==> config.mk <==
export PLATFORM = sky130hd
export DESIGN_NAME = i2cs_xfer_seq
export DESIGN_NICKNAME = d
export VERILOG_FILES = /design/src/rtl/i2cs_pkg.sv /design/src/rtl/i2cs_pack_buf.sv /design/src/rtl/i2cs_byte_cnt.sv /design/src/rtl/i2cs_seq_ctrl.sv /design/src/rtl/i2cs_xfer_seq.sv
export SDC_FILE = /design/constraint.sdc
export NUM_CORES = 1
export LEC_CHECK = 0
export BUFFER_PORTS_ARGS = -buffer_cell sky130_fd_sc_hd__buf_4
export CELL_PAD_IN_SITES_DETAIL_PLACEMENT = 1
export CELL_PAD_IN_SITES_GLOBAL_PLACEMENT = 1
export CORE_MARGIN = 4
export CORE_UTILIZATION = 38
export DETAILED_ROUTE_END_ITERATION = 16
export PLACE_DENSITY_LB_ADDON = 0.1
export SLEW_MARGIN = 5
export SYNTH_ARGS = -nofsm -noshare
export SYNTH_HDL_FRONTEND = slang
export SYNTH_SLANG_ARGS = --single-unit
export TNS_END_PERCENT = 30
==> constraint.sdc <==
create_clock -name clk -period 3.7 [get_ports clk]
set_input_delay 0.185 -clock clk [delete_from_list [all_inputs] [get_ports clk]]
set_output_delay 0.185 -clock clk [all_outputs]
set_load 0.02 [all_outputs]
==> src/rtl/i2cs_pkg.sv <==
// Shared definitions for the I2C master byte sequencer: control bit
// positions, the write mask and the sequencer state type.
package i2cs_pkg;
    localparam int CTRL_W    = 16;
    localparam int B_STT     = 0;
    localparam int B_STP     = 1;
    localparam int B_RM      = 2;
    localparam int B_TRX     = 9;
    localparam int B_MST     = 10;
    localparam int B_EN      = 15;
    localparam logic [CTRL_W-1:0] CTRL_MASK = 16'hCF87;

    typedef enum logic [2:0] {
        ST_IDLE,
        ST_START,
        ST_RUN,
        ST_SEND,
        ST_RECV,
        ST_STOP
    } seq_state_t;
endpackage

==> src/rtl/i2cs_pack_buf.sv <==
// Byte packing buffer: a small first-in first-out store shared by both
// directions. Assumes DEPTH is a power of two. Pushes when full and pops
// when empty are dropped.
module i2cs_pack_buf #(
    parameter int DATA_W = 8,
    parameter int DEPTH  = 4,
    localparam int PTR_W = $clog2(DEPTH),
    localparam int LVL_W = $clog2(DEPTH + 1)
) (
    input  logic              clk,
    input  logic              rst_n,
    input  logic              push,
    input  logic [DATA_W-1:0] wdata,
    input  logic              pop,
    output logic [DATA_W-1:0] head,
    output logic [LVL_W-1:0]  level,
    output logic              empty,
    output logic              full
);
    logic [DATA_W-1:0] mem [DEPTH];
    logic [PTR_W-1:0]  wr_ptr, rd_ptr;
    logic              do_push, do_pop;

    assign empty   = (level == '0);
    assign full    = (level == LVL_W'(DEPTH));
    assign do_push = push && !full;
    assign do_pop  = pop && !empty;
    assign head    = mem[rd_ptr];

    // Pointer and level bookkeeping.
    always_ff @(posedge clk) begin
        if (!rst_n) begin
            wr_ptr <= '0;
            rd_ptr <= '0;
            level  <= '0;
        end else begin
            if (do_push) wr_ptr <= wr_ptr + 1'b1;
            if (do_pop)  rd_ptr <= rd_ptr + 1'b1;
            if (do_push && !do_pop)      level <= level + 1'b1;
            else if (do_pop && !do_push) level <= level - 1'b1;
        end
    end

    // Storage write.
    always_ff @(posedge clk) begin
        if (do_push) mem[wr_ptr] <= wdata;
    end
endmodule

==> src/rtl/i2cs_byte_cnt.sv <==
// Working byte counter: loads the programmed count, steps down once per
// completed byte and never wraps below zero.
module i2cs_byte_cnt #(
    parameter int CNT_W = 16
) (
    input  logic             clk,
    input  logic             rst_n,
    input  logic             load,
    input  logic [CNT_W-1:0] load_val,
    input  logic             dec,
    output logic [CNT_W-1:0] value,
    output logic             zero
);
    assign zero = (value == '0);

    // Load has priority over decrement.
    always_ff @(posedge clk) begin
        if (!rst_n)             value <= '0;
        else if (load)          value <= load_val;
        else if (dec && !zero)  value <= value - 1'b1;
    end
endmodule

==> src/rtl/i2cs_seq_ctrl.sv <==
// Transfer state machine and control word. Issues one engine request at a
// time and waits for its done. Assumes done and its qualifiers are valid in
// the same cycle and that the engine drops done once the request falls.
module i2cs_seq_ctrl
    import i2cs_pkg::*;
#(
    parameter int DATA_W = 8
) (
    input  logic              clk,
    input  logic              rst_n,
    input  logic              ctrl_wr,
    input  logic [CTRL_W-1:0] ctrl_wdata,
    output logic [CTRL_W-1:0] ctrl_q,
    input  logic              cnt_zero,
    output logic              cnt_load,
    output logic              cnt_dec,
    input  logic              buf_empty,
    input  logic              buf_full,
    input  logic [DATA_W-1:0] buf_head,
    output logic              buf_pop_seq,
    output logic              buf_push_seq,
    output logic              start_req,
    input  logic              start_done,
    input  logic              start_nack,
    output logic              send_req,
    output logic [DATA_W-1:0] send_data,
    input  logic              send_done,
    input  logic              send_ack,
    output logic              recv_req,
    input  logic              recv_done,
    output logic              stop_req,
    input  logic              stop_done,
    output logic              xrdy,
    output logic              ardy,
    output logic              nack,
    output logic              busy
);
    seq_state_t        st, st_n;
    logic [CTRL_W-1:0] ctrl_n;
    logic [DATA_W-1:0] byte_n;
    logic              ardy_n, nack_n, tx, rm, active;

    assign tx        = ctrl_q[B_TRX];
    assign rm        = ctrl_q[B_RM];
    assign start_req = (st == ST_START);
    assign send_req  = (st == ST_SEND);
    assign recv_req  = (st == ST_RECV);
    assign stop_req  = (st == ST_STOP);
    assign busy      = (st != ST_IDLE);
    assign active    = (st == ST_RUN) || (st == ST_SEND) || (st == ST_RECV);
    assign xrdy      = active && tx && (rm || !cnt_zero) && !buf_full;

    // Next-state, control update and per-byte actions.
    always_comb begin
        st_n         = st;
        ctrl_n       = ctrl_q;
        byte_n       = send_data;
        ardy_n       = 1'b0;
        nack_n       = 1'b0;
        cnt_load     = 1'b0;
        cnt_dec      = 1'b0;
        buf_pop_seq  = 1'b0;
        buf_push_seq = 1'b0;
        if (ctrl_wr) begin
            if (st == ST_IDLE) ctrl_n = ctrl_wdata & CTRL_MASK;
            else               ctrl_n[B_STP] = ctrl_wdata[B_STP];
        end
        case (st)
            ST_IDLE: begin
                if (ctrl_wr && ctrl_wdata[B_EN] && ctrl_wdata[B_STT]) begin
                    st_n     = ST_START;
                    cnt_load = 1'b1;
                end
            end
            ST_START: begin
                if (start_done) begin
                    ctrl_n[B_STT] = 1'b0;
                    if (start_nack) begin
                        nack_n        = 1'b1;
                        ctrl_n[B_STP] = 1'b0;
                        ctrl_n[B_MST] = 1'b0;
                        st_n          = ST_IDLE;
                    end else begin
                        st_n = ST_RUN;
                    end
                end
            end
            ST_RUN: begin
                if (rm && ctrl_n[B_STP]) begin
                    ctrl_n[B_MST] = 1'b0;
                    st_n          = ST_STOP;
                end else if (!rm && cnt_zero) begin
                    ardy_n        = 1'b1;
                    ctrl_n[B_MST] = 1'b0;
                    st_n          = ctrl_n[B_STP] ? ST_STOP : ST_IDLE;
                end else if (tx && !buf_empty) begin
                    buf_pop_seq = 1'b1;
                    byte_n      = buf_head;
                    st_n        = ST_SEND;
                end else if (!tx && !buf_full) begin
                    st_n = ST_RECV;
                end
            end
            ST_SEND: begin
                if (send_done) begin
                    if (send_ack) begin
                        cnt_dec = !rm;
                        st_n    = ST_RUN;
                    end else begin
                        nack_n        = 1'b1;
                        ctrl_n[B_STP] = 1'b0;
                        ctrl_n[B_MST] = 1'b0;
                        st_n          = ST_IDLE;
                    end
                end
            end
            ST_RECV: begin
                if (recv_done) begin
                    buf_push_seq = 1'b1;
                    cnt_dec      = !rm;
                    st_n         = ST_RUN;
                end
            end
            ST_STOP: begin
                if (stop_done) begin
                    ctrl_n[B_STP] = 1'b0;
                    cnt_load      = 1'b1;
                    st_n          = ST_IDLE;
                end
            end
            default: st_n = ST_IDLE;
        endcase
    end

    // State, control word, outgoing byte and event pulses.
    always_ff @(posedge clk) begin
        if (!rst_n) begin
            st        <= ST_IDLE;
            ctrl_q    <= '0;
            send_data <= '0;
            ardy      <= 1'b0;
            nack      <= 1'b0;
        end else begin
            st        <= st_n;
            ctrl_q    <= ctrl_n;
            send_data <= byte_n;
            ardy      <= ardy_n;
            nack      <= nack_n;
        end
    end
endmodule

==> src/rtl/i2cs_xfer_seq.sv <==
// Top of the I2C master byte sequencer: joins the state machine, the
// working counter and the packing buffer. Host pushes are dropped while the
// sequencer stores a received byte in the same cycle.
module i2cs_xfer_seq
    import i2cs_pkg::*;
#(
    parameter int CNT_W  = 16,
    parameter int DATA_W = 8,
    parameter int DEPTH  = 4,
    parameter int ADDR_W = 7,
    localparam int LVL_W = $clog2(DEPTH + 1)
) (
    input  logic              clk,
    input  logic              rst_n,
    input  logic              ctrl_wr,
    input  logic [15:0]       ctrl_wdata,
    output logic [15:0]       ctrl_q,
    input  logic [CNT_W-1:0]  cnt_cfg,
    output logic [CNT_W-1:0]  cnt_cur,
    input  logic [ADDR_W-1:0] slave_addr,
    input  logic              buf_push,
    input  logic [DATA_W-1:0] buf_wdata,
    input  logic              buf_pop,
    output logic [DATA_W-1:0] buf_rdata,
    output logic [LVL_W-1:0]  buf_level,
    output logic              eng_start_req,
    output logic              eng_start_rnw,
    output logic [ADDR_W-1:0] eng_addr,
    input  logic              eng_start_done,
    input  logic              eng_start_nack,
    output logic              eng_send_req,
    output logic [DATA_W-1:0] eng_send_data,
    input  logic              eng_send_done,
    input  logic              eng_send_ack,
    output logic              eng_recv_req,
    input  logic              eng_recv_done,
    input  logic [DATA_W-1:0] eng_recv_data,
    output logic              eng_stop_req,
    input  logic              eng_stop_done,
    output logic              evt_xrdy,
    output logic              evt_rrdy,
    output logic              evt_ardy,
    output logic              evt_nack,
    output logic              busy
);
    logic cnt_zero, cnt_load, cnt_dec;
    logic b_empty, b_full, pop_seq, push_seq;

    assign eng_start_rnw = !ctrl_q[B_TRX];
    assign eng_addr      = slave_addr;
    assign evt_rrdy      = !ctrl_q[B_TRX] && !b_empty;

    i2cs_seq_ctrl #(.DATA_W(DATA_W)) u_ctrl (
        .clk(clk), .rst_n(rst_n),
        .ctrl_wr(ctrl_wr), .ctrl_wdata(ctrl_wdata), .ctrl_q(ctrl_q),
        .cnt_zero(cnt_zero), .cnt_load(cnt_load), .cnt_dec(cnt_dec),
        .buf_empty(b_empty), .buf_full(b_full), .buf_head(buf_rdata),
        .buf_pop_seq(pop_seq), .buf_push_seq(push_seq),
        .start_req(eng_start_req), .start_done(eng_start_done),
        .start_nack(eng_start_nack),
        .send_req(eng_send_req), .send_data(eng_send_data),
        .send_done(eng_send_done), .send_ack(eng_send_ack),
        .recv_req(eng_recv_req), .recv_done(eng_recv_done),
        .stop_req(eng_stop_req), .stop_done(eng_stop_done),
        .xrdy(evt_xrdy), .ardy(evt_ardy), .nack(evt_nack), .busy(busy)
    );

    i2cs_byte_cnt #(.CNT_W(CNT_W)) u_cnt (
        .clk(clk), .rst_n(rst_n),
        .load(cnt_load), .load_val(cnt_cfg), .dec(cnt_dec),
        .value(cnt_cur), .zero(cnt_zero)
    );

    i2cs_pack_buf #(.DATA_W(DATA_W), .DEPTH(DEPTH)) u_buf (
        .clk(clk), .rst_n(rst_n),
        .push(push_seq || buf_push),
        .wdata(push_seq ? eng_recv_data : buf_wdata),
        .pop(pop_seq || buf_pop),
        .head(buf_rdata), .level(buf_level),
        .empty(b_empty), .full(b_full)
    );
endmodule

# Yosys cells after proc, flatten, opt, wreduce, memory -nomap -nowiden
# Memories as Yosys holds them, arrays and structs flattened. A register that Yosys moved wholly into a read port is not among the register bits.
# Index checks and enable logic that the tools add are counted.
# classes
add_sub_neg	5
n_eq_ne	12
mux	58
n_bitwise	4
reduce_logical	37
# op_table
op	count
$mux 3	12
$mux 16	2
$mux 1	30
$pmux 3 s6	1
$logic_not 16->1	1
$sub 16x1->16 const B	1
$logic_and 1x1->1	15
$mux 11	1
$mux 2	5
$eq 3x3->1 const B	3
$mux 9	1
$mux 8	1
$ne 2x1->1 const B	4
$logic_not 1->1	7
$eq 3x2->1 const B	2
$logic_not 3->1	2
$pmux 1 s2	3
$pmux 1 s3	2
$reduce_and 6->1	1
$logic_or 1x1->1	5
$ne 5x5->1 const B	1
$add 2x1->2 const B	2
$not 1->1	4
$reduce_and 4->1	1
8 further kinds	9
# word_totals
register_bits	46
mem_bits_rw	32
memories	1
# mem_list
memory	depth	width	read_ports	rd_clocked_by_memory_dff	wr	line_no	rtl
u_buf.mem	4	8	1	1	1	i2cs_pack_buf.sv:20	logic [DATA_W-1:0] mem [DEPTH];

# Longest topological paths before layout
# Gate-level depths: netlist (run 1).
# depth
ltp_word	12
ltp_mapped	13

# By module
# A second synthesis (run 1) with hierarchy kept.
# hier_totals
hier_cells	380
hier_area_um2	4018.9
# by_module_without_submodules
mod	n_inst	cells_each	area_per_inst_um2
i2cs_pack_buf	1	90	1639.1
i2cs_seq_ctrl	1	156	1253.7
i2cs_byte_cnt	1	114	922.1
i2cs_xfer_seq	1	20	203.9

# Worst setup path before layout (run 1)
# Ideal clock, no wire load.
# synth_path
kind	register to register
start	reg u_cnt.value[0]
end	reg u_buf.level[2]
setup_time_ps	76
arrival_time_ps	3285
path_slack_ps	340
stages_incl_launch_ff	14
path_cell_list	dfxtp_1 -> inv_1 -> ha_1 -> or4b_2 -> or4_4 -> buf_6 -> a41o_1 -> nand2_1 -> ha_1 -> inv_1 -> fa_1 -> xor2_1 -> or3_1 -> a21boi_0
# synth_between
elab_chain_cells	10
elab_cells_between_ends	12
cone_classes	mux: 4; reduce/logical: 8
# synth_rtl
item	line_no	rtl
from (decl)	i2cs_byte_cnt.sv:11	output logic [CNT_W-1:0] value,
from (signal assigned)	i2cs_byte_cnt.sv:19	else if (load) value <= load_val;
from (signal assigned)	i2cs_byte_cnt.sv:20	else if (dec && !zero) value <= value - 1'b1;
$logic_not 16->1 (*)	i2cs_byte_cnt.sv:14	assign zero = (value == '0);
$logic_and 1x1->1 (*)	i2cs_seq_ctrl.sv:92	end else if (!rm && cnt_zero) begin
$mux 1 (*)	i2cs_seq_ctrl.sv:92	
$mux 1 (*)	i2cs_seq_ctrl.sv:89	if (rm && ctrl_n[B_STP]) begin
$mux 1 (*)	i2cs_seq_ctrl.sv:68	case (st)
$logic_or 1x1->1 (*)	i2cs_xfer_seq.sv:78	.pop(pop_seq || buf_pop),
$logic_and 1x1->1 (*)	i2cs_pack_buf.sv:27	assign do_pop = pop && !empty;
$logic_not 1->1	i2cs_pack_buf.sv:39	if (do_push && !do_pop) level <= level + 1'b1;
$logic_and 1x1->1	i2cs_pack_buf.sv:39	
$mux 3 or $reduce_bool 2->1 (tied branches)	n/a	
to (signal assigned)	i2cs_pack_buf.sv:39	
to (signal assigned)	i2cs_pack_buf.sv:40	else if (do_pop && !do_push) level <= level - 1'b1;
to (decl)	i2cs_pack_buf.sv:16	output logic [LVL_W-1:0] level,
# Every way passes the cells marked *; elsewhere a longest branch is shown, timed or not.
# A chain may end at the register's enable or synchronous reset.

# Worst setup path in the final report (run 1)
# Ends and elaborated chain as after synthesis.

==> results of run 1 <==
-- worst paths after layout --
path	start	endpoint	cells after the start
worst max-delay path	u_cnt.value[0]$_SDFFE_PN0P_	u_buf.level[2]$_SDFFE_PN0P_	12
worst min-delay path	ctrl_wdata[7]	u_ctrl.ctrl_q[7]$_SDFFE_PN0P_	3
worst max register to register	u_cnt.value[0]$_SDFFE_PN0P_	u_buf.level[2]$_SDFFE_PN0P_	12
worst min register to register	u_ctrl.ctrl_q[7]$_SDFFE_PN0P_	u_ctrl.ctrl_q[7]$_SDFFE_PN0P_	2
-- final cells by class --
cell class | count | area (sq um)
Tap cell | 133 | 166
Multi-Input combinational cell | 249 | 1800
Inverter | 14 | 52.6
Clock inverter | 7 | 87.6
Clock buffer | 9 | 124
Timing Repair Buffer | 112 | 841
Sequential cell | 80 | 1920
Fill cell | 1137 | 4960
-- Yosys cell counts (2+ instances only) --
cell type | number | share of area
nand3_1 | 5 | 0.0064
xnor2_1 | 4 | 0.0089
or3_1 | 4 | 0.0064
a31oi_1 | 4 | 0.0064
a21oi_1 | 16 | 0.020
inv_1 | 14 | 0.013
nor2_1 | 9 | 0.0086
mux2_2 | 9 | 0.026
nand4_1 | 12 | 0.019
edfxtp_1 | 32 | 0.24
nand3b_1 | 2 | 0.0038
dfxtp_1 | 48 | 0.24
o2bb2ai_1 | 2 | 0.0044
ha_1 | 7 | 0.022
a21boi_0 | 8 | 0.015
buf_4 | 14 | 0.027
nor4_1 | 4 | 0.0064
xor2_1 | 11 | 0.024
or4_1 | 6 | 0.011
nand2_1 | 32 | 0.030
mux2i_1 | 10 | 0.025
clkbuf_1 | 19 | 0.018
o21ai_0 | 24 | 0.030
nor2b_1 | 15 | 0.024
and2_1 | 8 | 0.013
nand4b_1 | 2 | 0.0044
a32oi_1 | 2 | 0.0044
nor3b_1 | 4 | 0.0076
o31ai_1 | 2 | 0.0038
o21a_1 | 4 | 0.0076
mux4_2 | 8 | 0.046
nor3_1 | 8 | 0.010
and3_1 | 2 | 0.0032
-- layer usage --
layer	global-route usage	up-vias
li1	-	1533
met1	0.227	1508
met2	0.292	80
met3	0.0464	7
met4	0.0374	0
met5	0	-
-- per-stage QoR --
step	worst slack, ns	total power (uW)	utilization	hold slack, ns
after floorplan	0.340	1840	-	0.317
after global placement	0.381	2170	0.480	0.370
after detailed placement	0.286	2200	0.480	0.370
after CTS	0.283	2890	0.502	0.0770
after global routing	0.0795	3050	0.502	0.0885
final	0.291	2850	0.502	0.0875
-- where the power goes --
part,switching (uW),internal (uW),total [uW]
logic,555,448,1000
clock network,357,329,685
registers,125,1040,1160
-- sequential cells by signal, indices dropped and copies added, names as in the netlist, named ones only --
name	count
u_buf.level	3
u_buf.mem	32
u_buf.rd_ptr	2
u_buf.wr_ptr	2
u_cnt.value	16
u_ctrl.ardy	1
u_ctrl.ctrl_q	10
u_ctrl.nack	1
u_ctrl.send_data	8
u_ctrl.st	3
-- worst max-delay path: stages, from the launching register on --
cell,delay (ns)
dfxtp_1,0.36
inv_1,0.09
ha_1,0.15
or4b_2,0.60
or4_4,0.50
a41o_1,0.32
nand2_1,0.09
ha_1,0.18
inv_1,0.06
fa_1,0.37
xor2_1,0.16
or3_1,0.31
a21boi_0,0.17
-- logic make-up (layout without fill, tap and decap cells) --
group	Yosys count	in the layout	share of synthesized area
fa+ha+maj	8	8	0.0273
mux	27	27	0.0969
compound gates	74	74	0.121
simple gates	119	119	0.170
flops	80	80	0.488
other cells	1	6	0.000952
xor+xnor	15	15	0.0334
buf+inv	50	142	0.0632
==> results_dict.tcl, run 1 <==
set metrics [dict create \
    grt_max_degree 52 \
    io_pins 134 \
    clk_latency_ns 0.35 \
    h-tree-depth 3 \
    post_cts_resized 0 \
    antenna_found_initial 0 \
    postSynthCellCount 374 \
    drive_gt1_frac 0.323 \
    core-area_sq_um 9950 \
    port_buffers 107 \
    overflow 0 \
    top_layer "met4" \
    drv_cap 0 \
    ctsHoldBuffers 0 \
    cts_sinks 80 \
    cp-end-kind "flop" \
    ys_warn_count 0 \
    drt_iter0_drc 55 \
    yosys_most_used_dff "dfxtp_1" \
    place.gp.congestion 0.756 \
    synth_seq_cells 80 \
    drc 0 \
    first_pass_iters 5 \
    hold_viol 0 \
    synth.distinct_cells 56 \
    grt_pass1_vias 3265 \
    avgViaCountPerCell 5.18 \
    dpl_cell_area_sq_um 4780 \
    root_buffer "clkbuf_8" \
    syn_avg_cell_area_sq_um 10.5 \
    std_cell_rows 36 \
    ant_nets 0 \
    async_flop_share 0 \
    critPathRequiredTime_ns 3.98 \
    nNetsFinal 540 \
    timing.final.crit_share 0.921 \
    p_per_area_nw_per_um2 570 \
    die_x_um 110 \
    peakVddDrop_mv 0.265 \
    rsz0062_at_grt "false" \
    final_max_slew_viol_count 0 \
    antenna_cells 0 \
    cts_buffer_depth 2 \
    slew_headroom 0.479 \
    worstPathArrival_ns 3.69 \
    syn_area_sq_um 3940 \
    final_cells 604 \
    skew_ns 0.0152 \
    areaGrowthSynthToFinish_pct 26.8 \
    clk_pin_slew_ns 0.10 \
    worst_pin_slew_ns 0.780 \
    grt_pass1_wl_um 16600 \
    dp.cells 588 \
    worstSetupPathType "reg2reg" \
    setup_violations 0 \
    avgRoutedWirePerCell_um 16.4 \
    layout_commonest_cell "buf_4" \
    hold_path_class "in2reg" \
    status "completed" \
    vias 3128 \
    fmax_mhz 293 \
    grt_usage 0.174 \
    initial_core_util 0.396 \
    fin_area_sq_um 4990 \
    hpwlAfterDp_um 7290 \
    die_y_um 110 \
    synth_edf_count 32 \
    wl_met1_um 4430 \
    fin_setup_tns_ns 0 \
    design.die.area_sq_um 12100 \
    crit_fanout 6 \
    cts_tree "built" \
    wirelength_um 9920 \
    route.met2.wl_um 4800 \
    cp-start-kind "flop" \
    final_cell_mix "buf_4, dfxtp_1, nand2_1, edfxtp_1, o21ai_0" \
    period_needed_ns 3.41 \
    ys_seq_area_frac 0.488 \
    wl_met3_um 604 \
    cts_setup_buffers 0 \
    r2r_slack_ns 0.29 \
    cts_buffers 9 \
    leakage_uw 0.00205 \
]
Power figures use the tool's default switching activity.
==> inputs of run 2 (changes only) <==
--- a/config.mk
+++ b/config.mk
@@ -12,8 +12,10 @@
 export CORE_UTILIZATION = 38
 export DETAILED_ROUTE_END_ITERATION = 16
 export PLACE_DENSITY_LB_ADDON = 0.1
+export RECOVER_POWER = 100
 export SLEW_MARGIN = 5
 export SYNTH_ARGS = -nofsm -noshare
 export SYNTH_HDL_FRONTEND = slang
+export SYNTH_HIERARCHICAL = 1
 export SYNTH_SLANG_ARGS = --single-unit
 export TNS_END_PERCENT = 30
==> run 2 against run 1 <==
  * Sequential share of layout area is 1.7 points higher
  * Critical path depth up 1
  * Flip-flop and latch count is the same
  * Critical endpoint is now u_buf/level[2]$_SDFFE_PN0P_
  * Setup slack got worse by 0.043 ns
==> results_dict.tcl, run 2 <==
set metrics [dict create \
    status "completed" \
    std_cell_rows 37 \
    slew_headroom 0.434 \
    syn_area_sq_um 4020 \
    synth_top_area_frac 0.239 \
    cts_buffer_depth 2 \
    cp-end-kind "flop" \
    cts_sinks 80 \
    worst_pin_slew_ns 0.847 \
    wirelength_um 10200 \
    worstSetupPathType "reg2reg" \
    peakVddDrop_mv 0.200 \
    ys_seq_area_frac 0.478 \
    crit_chain "or4_4 -> and4bb_1 -> nor2_1 -> a22oi_1 -> nor2_1 -> or2_2 -> o31ai_2 -> ha_1 -> inv_1 -> fa_1 -> xor2_1 -> or3_1 -> a21boi_1" \
    worstPathArrival_ns 3.73 \
    hold_path_depth 2 \
    layout_commonest_cell "buf_4" \
    largest_reg_flops 32 \
    die_y_um 111 \
    fin_ws_ns 0.248 \
    fin_area_sq_um 4780 \
    cts_setup_buffers 0 \
    top_regs "u_buf/mem: 32 flops, u_cnt/value: 16 flops, u_ctrl/ctrl_q: 10 flops" \
    r2r_slack_ns 0.25 \
    drv_cap 0 \
    cp-start-kind "flop" \
    drc 0 \
    core-area_sq_um 10300 \
    areaGrowthSynthToFinish_pct 19.0 \
    yosys-top-cells-count "dfxtp_1, nand2_1, a21oi_1, edfxtp_1" \
    r2r-start "u_cnt/value[7]$_SDFFE_PN0P_" \
    rsz0062_at_grt "false" \
    clk_latency_ns 0.35 \
    cts_tree "built" \
    synthTopCellsByArea "dfxtp_1, edfxtp_1, mux4_2, a21oi_1, nand2_1" \
    yosysTopAreaCell "dfxtp_1" \
    synth_most_common_cell "dfxtp_1" \
    root_buffer "clkbuf_8" \
    setup_violations 0 \
    h-tree-depth 3 \
    hold_viol 0 \
    yosys_most_used_dff "dfxtp_1" \
    antenna_cells 0 \
    drive_gt1_frac 0.190 \
    grt_usage 0.170 \
    crit_fanout 7 \
    postSynthCellCount 380 \
    antenna_found_initial 0 \
    place.gp.congestion 0.778 \
    design.die.area_sq_um 12300 \
    rr_worst_depth 13 \
    final_max_slew_viol_count 0 \
    avgViaCountPerCell 5.12 \
    cpPeakStageDelay_ns 0.56 \
    die_x_um 111 \
    final_cell_mix "buf_4, clkbuf_1, dfxtp_1, nand2_1" \
    leakage_uw 0.00171 \
    port_buffers 107 \
    min_to "u_ctrl/ctrl_q[0]$_SDFF_PN0_" \
    avgRoutedWirePerCell_um 16.6 \
    overflow 0 \
    io_pins 134 \
    clk_pin_slew_ns 0.09 \
    ant_nets 0 \
    grt_pass1_wl_um 16900 \
    post_cts_resized 0 \
    skew_ns 0.0102 \
    cp_slowest_cell "or4_4" \
    first_pass_iters 4 \
    synth.distinct_cells 65 \
    initial_core_util 0.389 \
    synth_edf_count 32 \
    r2r_end "u_buf/level[2]$_SDFFE_PN0P_" \
    p_per_area_nw_per_um2 496 \
    post-place-ws_ns 0.267 \
    hpwlAfterDp_um 7750 \
    grt_pass1_vias 3347 \
    hp-start "eng_start_done" \
    filler_cell_count 1206 \
    period_needed_ns 3.45 \
    ctsHoldBuffers 0 \
    fmax_mhz 290 \
    fin_setup_tns_ns 0 \
    ys_warn_count 6 \
    cp_common_cell "nor2_1" \
    cts_buffers 9 \
    synth_seq_cells 80 \
    drt_iter0_drc 116 \
    top_register "u_buf/mem" \
    dpl_cell_area_sq_um 4830 \
    grt_max_degree 31 \
    async_flop_share 0 \
    vias 3151 \
    nNetsFinal 548 \
    timing.final.crit_share 0.933 \
    critPathRequiredTime_ns 3.98 \
    syn_avg_cell_area_sq_um 10.6 \
    hold_path_class "in2reg" \
]
run 2: cell types whose count changed in the layout (fill, tap and decap cells not counted), moves of 8 or more:
cell	before	now
xnor2_1	4	14
clkbuf_1	0	53
xor2_1	11	1
buf_4	112	59
a21boi_0	8	0
and2_0	0	11
nor2_1	9	18
a21oi_1	16	32
mux2_1	0	8
nand4_1	12	1
o21ai_1	0	8
mux2_2	9	1
nor2b_1	15	7
run 2: kinds of logic after synthesis:
logic type	after synthesis	synth area share
AND/OR/NAND/NOR	119	0.164
AO/OA/AOI/OAI	84	0.128
flip-flops	80	0.478
buffers and inverters	46	0.0666
multiplexers	28	0.106
XOR/XNOR	15	0.0327
adder cells (fa/ha/maj)	7	0.0237
other	1	0.000933
run 2: where the power goes:
group          switching [uW]  leakage (uW)  internal [uW]  total [uW]
clock network             335     0.0000970            333         668
registers                94.0      0.000685           1000        1100
logic                     352      0.000931            253         604
run 2: how the worst max path moves through the flow:
| stage | start | endpoint | slack (ns) | cells past startpoint |
|---|---|---|---|---|
| global route | u_cnt/value[7]$_SDFFE_PN0P_ | u_buf/level[2]$_SDFFE_PN0P_ | 0.007 | 13 |
| floorplan | u_cnt/value[7]$_SDFFE_PN0P_ | u_buf/level[2]$_SDFFE_PN0P_ | 0.04 | 15 |
| CTS | u_cnt/value[7]$_SDFFE_PN0P_ | u_buf/level[2]$_SDFFE_PN0P_ | 0.23 | 13 |
| detailed placement | u_cnt/value[7]$_SDFFE_PN0P_ | u_buf/level[2]$_SDFFE_PN0P_ | 0.27 | 13 |
| global placement | u_cnt/value[10]$_SDFFE_PN0P_ | u_buf/level[2]$_SDFFE_PN0P_ | 0.37 | 13 |
| finish | u_cnt/value[7]$_SDFFE_PN0P_ | u_buf/level[2]$_SDFFE_PN0P_ | 0.25 | 13 |
run 2: metal layers:
| metal | global-route usage | wire (um) |
|---|---|---|
| met5 | 0 | 0 |
| met4 | 0.0517 | 121 |
| met3 | 0.0508 | 454 |
| met2 | 0.279 | 4910 |
| met1 | 0.217 | 4740 |
run 2: area by class of cell:
| type | count | area [sq um] | share of cell area |
|---|---|---|---|
| sequential | 80 | 1920 | 0.402 |
| multi-input combinational | 259 | 1790 | 0.375 |
| timing repair buffer | 112 | 642 | 0.134 |
| tap | 136 | 170 | 0.0356 |
| clock buffer | 10 | 138 | 0.0288 |
| clock inverter | 6 | 66.3 | 0.0139 |
| inverter | 13 | 48.8 | 0.0102 |
run 2: critical path, delay by kind of cell, from the launching register on:
| family | cells | cell delay [ns] |
|---|---|---|
| compound gates | 3 | 0.49 |
| xor+xnor | 1 | 0.16 |
| fa+ha+maj | 2 | 0.64 |
| buf+inv | 1 | 0.07 |
| flops | 1 | 0.38 |
| simple gates | 6 | 1.65 |
run 2: metrics by stage:
step,power [uW],cells,hold slack (ns),utilization
4_1_cts,2480,616,0.0242,0.488
5_1_grt,2520,616,0.0381,0.463
2_1_floorplan,1550,385,0.280,-
6_report,2370,616,0.0586,0.463
3_3_place_gp,1790,600,0.370,0.468
3_5_place_dp,1810,600,0.370,0.468
==> inputs of run 3 (changes only) <==
--- a/config.mk
+++ b/config.mk
@@ -10,8 +10,9 @@
 export CELL_PAD_IN_SITES_GLOBAL_PLACEMENT = 1
 export CORE_MARGIN = 4
 export CORE_UTILIZATION = 38
+export CTS_BUF_LIST = sky130_fd_sc_hd__clkbuf_16
 export DETAILED_ROUTE_END_ITERATION = 16
-export PLACE_DENSITY_LB_ADDON = 0.1
+export PLACE_DENSITY = 0.8
 export RECOVER_POWER = 100
 export SLEW_MARGIN = 5
 export SYNTH_ARGS = -nofsm -noshare
==> run 3 against run 2 <==
  * Setup slack got worse by 0.014 ns
  * Cell count decreased by 0.16%
  * Sequential share of layout area decreased by 0.99 points
  * Highest routed layer unchanged
  * Critical path depth unchanged
  * Via count increased by 0.41%
  * Register-to-register slack about the same
  * Clock power increased by 50%
  * Global-route usage increased by 1.2 points
  * Largest cell class unchanged
  * Clock skew decreased by 0.0020 ns
  * Die area unchanged
  * Cell area increased by 2.5%
==> results_dict.tcl, run 3 (synthesis results as in run 2) <==
set metrics [dict create \
    port_buffers 107 \
    die_y_um 111 \
    die_x_um 111 \
    r2r_end "u_buf/level[2]$_SDFFE_PN0P_" \
    grt_pass1_wl_um 18000 \
    wirelength_um 10900 \
    grt_max_degree 31 \
    clk_pin_slew_ns 0.07 \
    dpl_cell_area_sq_um 4820 \
    hold_viol 0 \
    period_needed_ns 3.47 \
    hp-start "eng_start_done" \
    crit_family "simple AND/OR/NAND/NOR gates" \
    layout_commonest_cell "buf_4" \
    overflow 0 \
    worstSetupPathType "reg2reg" \
    worstPathArrival_ns 3.74 \
    design.die.area_sq_um 12300 \
    fin_ws_ns 0.234 \
    post_cts_resized 0 \
    r2r_slack_ns 0.23 \
    skew_ns 0.00824 \
    vias 3164 \
    hold_path_class "in2reg" \
    slew_headroom 0.464 \
    dp.cells 599 \
    cts_sinks 80 \
    root_buffer "clkbuf_16" \
    grt_usage 0.182 \
    io_pins 134 \
    internal_power_uw 1860 \
    critPathRequiredTime_ns 3.98 \
    power_frac_comb 0.225 \
    seqPwrFrac 0.405 \
    rr_worst_depth 13 \
    largest_reg_flops 32 \
    top_register "u_buf/mem" \
    setup_violations 0 \
    endpoint "u_buf/level[2]$_SDFFE_PN0P_" \
    antenna_cells 0 \
    p_per_area_nw_per_um2 554 \
    post-place-ws_ns 0.281 \
    place.gp.congestion 0.829 \
    drc 0 \
    std_cell_rows 37 \
    cp-end-kind "flop" \
    avgRoutedWirePerCell_um 17.8 \
    clk_latency_ns 0.35 \
    cts_setup_buffers 0 \
    final_max_slew_viol_count 0 \
    drt_iter0_drc 136 \
    timing.final.crit_share 0.937 \
    peakVddDrop_mv 0.223 \
    crit_cells 13 \
    cp-start-kind "flop" \
    nNetsFinal 547 \
    avgViaCountPerCell 5.14 \
    leakage_uw 0.00177 \
    initial_core_util 0.389 \
    ctsHoldBuffers 0 \
    areaGrowthSynthToFinish_pct 21.9 \
    crit_start "u_cnt/value[10]$_SDFFE_PN0P_" \
    cts_buffer_depth 2 \
    top_regs "u_buf/mem: 32 flops, u_cnt/value: 16 flops, u_ctrl/ctrl_q: 10 flops" \
    worst_pin_slew_ns 0.802 \
    crit_fanout 5 \
    status "completed" \
    drv_cap 0 \
    rsz0062_at_grt "false" \
    fmax_mhz 289 \
    cts_buffers 9 \
    cp_slowest_cell "or4_1" \
    crit_chain "or4_1 -> and4bb_1 -> nor2_1 -> a22oi_1 -> nor2_1 -> or2_2 -> o31ai_2 -> ha_1 -> inv_1 -> fa_1 -> xor2_1 -> or3_1 -> a21boi_0" \
    r2r-start "u_cnt/value[10]$_SDFFE_PN0P_" \
    h-tree-depth 3 \
    grt_pass1_vias 3402 \
    fin_setup_tns_ns 0 \
    p_clk_frac 0.369 \
    first_pass_iters 4 \
    p_sw_uw 854 \
    cp_num_buf_inv 1 \
    fin_area_sq_um 4900 \
    ant_nets 0 \
    core-area_sq_um 10300 \
    antenna_found_initial 0 \
    cts_tree "built" \
    cpPeakStageDelay_ns 0.59 \
    final_cells 615 \
    final_cell_mix "buf_4, clkbuf_1, dfxtp_1, nand2_1" \
    p_sw_frac 0.314 \
    filler_cell_count 1185 \
    hpwlAfterDp_um 8060 \
    cp_common_cell "nor2_1" \
    drive_gt1_frac 0.188 \
]
-- run 3: changes by cell type in the layout (fill, tap and decap cells not counted), sizes merged --
cell      previous run  this run
inv                 15        17
clkinvlp             2         1
clkinv               1         0
bufinv               1         2
buf                 59        57
-- run 3: cell type report --
class | count | area (sq um) | area share
flip-flops and latches | 80 | 1920 | 0.392
clock buffers | 9 | 225 | 0.0460
clock inverters | 7 | 110 | 0.0225
multi-input cells | 259 | 1790 | 0.366
well taps | 136 | 170 | 0.0347
repair buffers | 111 | 631 | 0.129
inverters | 13 | 48.8 | 0.00996
-- run 3: per-layer routing --
layer,vias to the layer above,routed length (um),share of wire,GRT usage
li1,1552,-,-,-
met1,1527,4730,0.43,0.213
met2,69,5630,0.51,0.323
met3,16,429,0.039,0.0464
met4,0,150,0.014,0.0608
met5,-,0,0,0
-- run 3: worst register-to-register path, stage by stage (launching register included) --
cell and delay (ns):
dfxtp_1 0.35, or4_1 0.59, and4bb_1 0.34, nor2_1 0.09
a22oi_1 0.26, nor2_1 0.07, or2_2 0.29, o31ai_2 0.09
ha_1 0.26, inv_1 0.07, fa_1 0.37, xor2_1 0.16
or3_1 0.31, a21boi_0 0.16
-- run 3: power by group through the flow --
stage                     combinational [uW]  sequential [uW]  clock, uW
after CTS                                696             1100       1020
after global routing                     669             1120       1070
after detailed placement                 689             1120          0
after global placement                   668             1120          0
after floorplan                          448             1110          0
final                                    612             1100       1000
-- run 3: per-stage QoR --
step / util / hold WS [ns] / total power, uW
3_3_place_gp: 0.467 / 0.370 / 1780
4_1_cts: 0.500 / 0.0596 / 2820
5_1_grt: 0.475 / 0.0958 / 2860
2_1_floorplan: - / 0.280 / 1550
3_5_place_dp: 0.467 / 0.370 / 1810
6_report: 0.475 / 0.0767 / 2720
-- run 3: worst min-delay path by stage --
stage                                    endpoint  depth (start not counted)
floorplan             u_ctrl/ctrl_q[0]$_SDFF_PN0_                          1
global placement                      eng_addr[4]                          0
detailed placement                    eng_addr[4]                          0
CTS                   u_ctrl/ctrl_q[0]$_SDFF_PN0_                          2
global route        u_ctrl/ctrl_q[2]$_SDFFE_PN0P_                          3
finish                u_ctrl/ctrl_q[0]$_SDFF_PN0_                          2
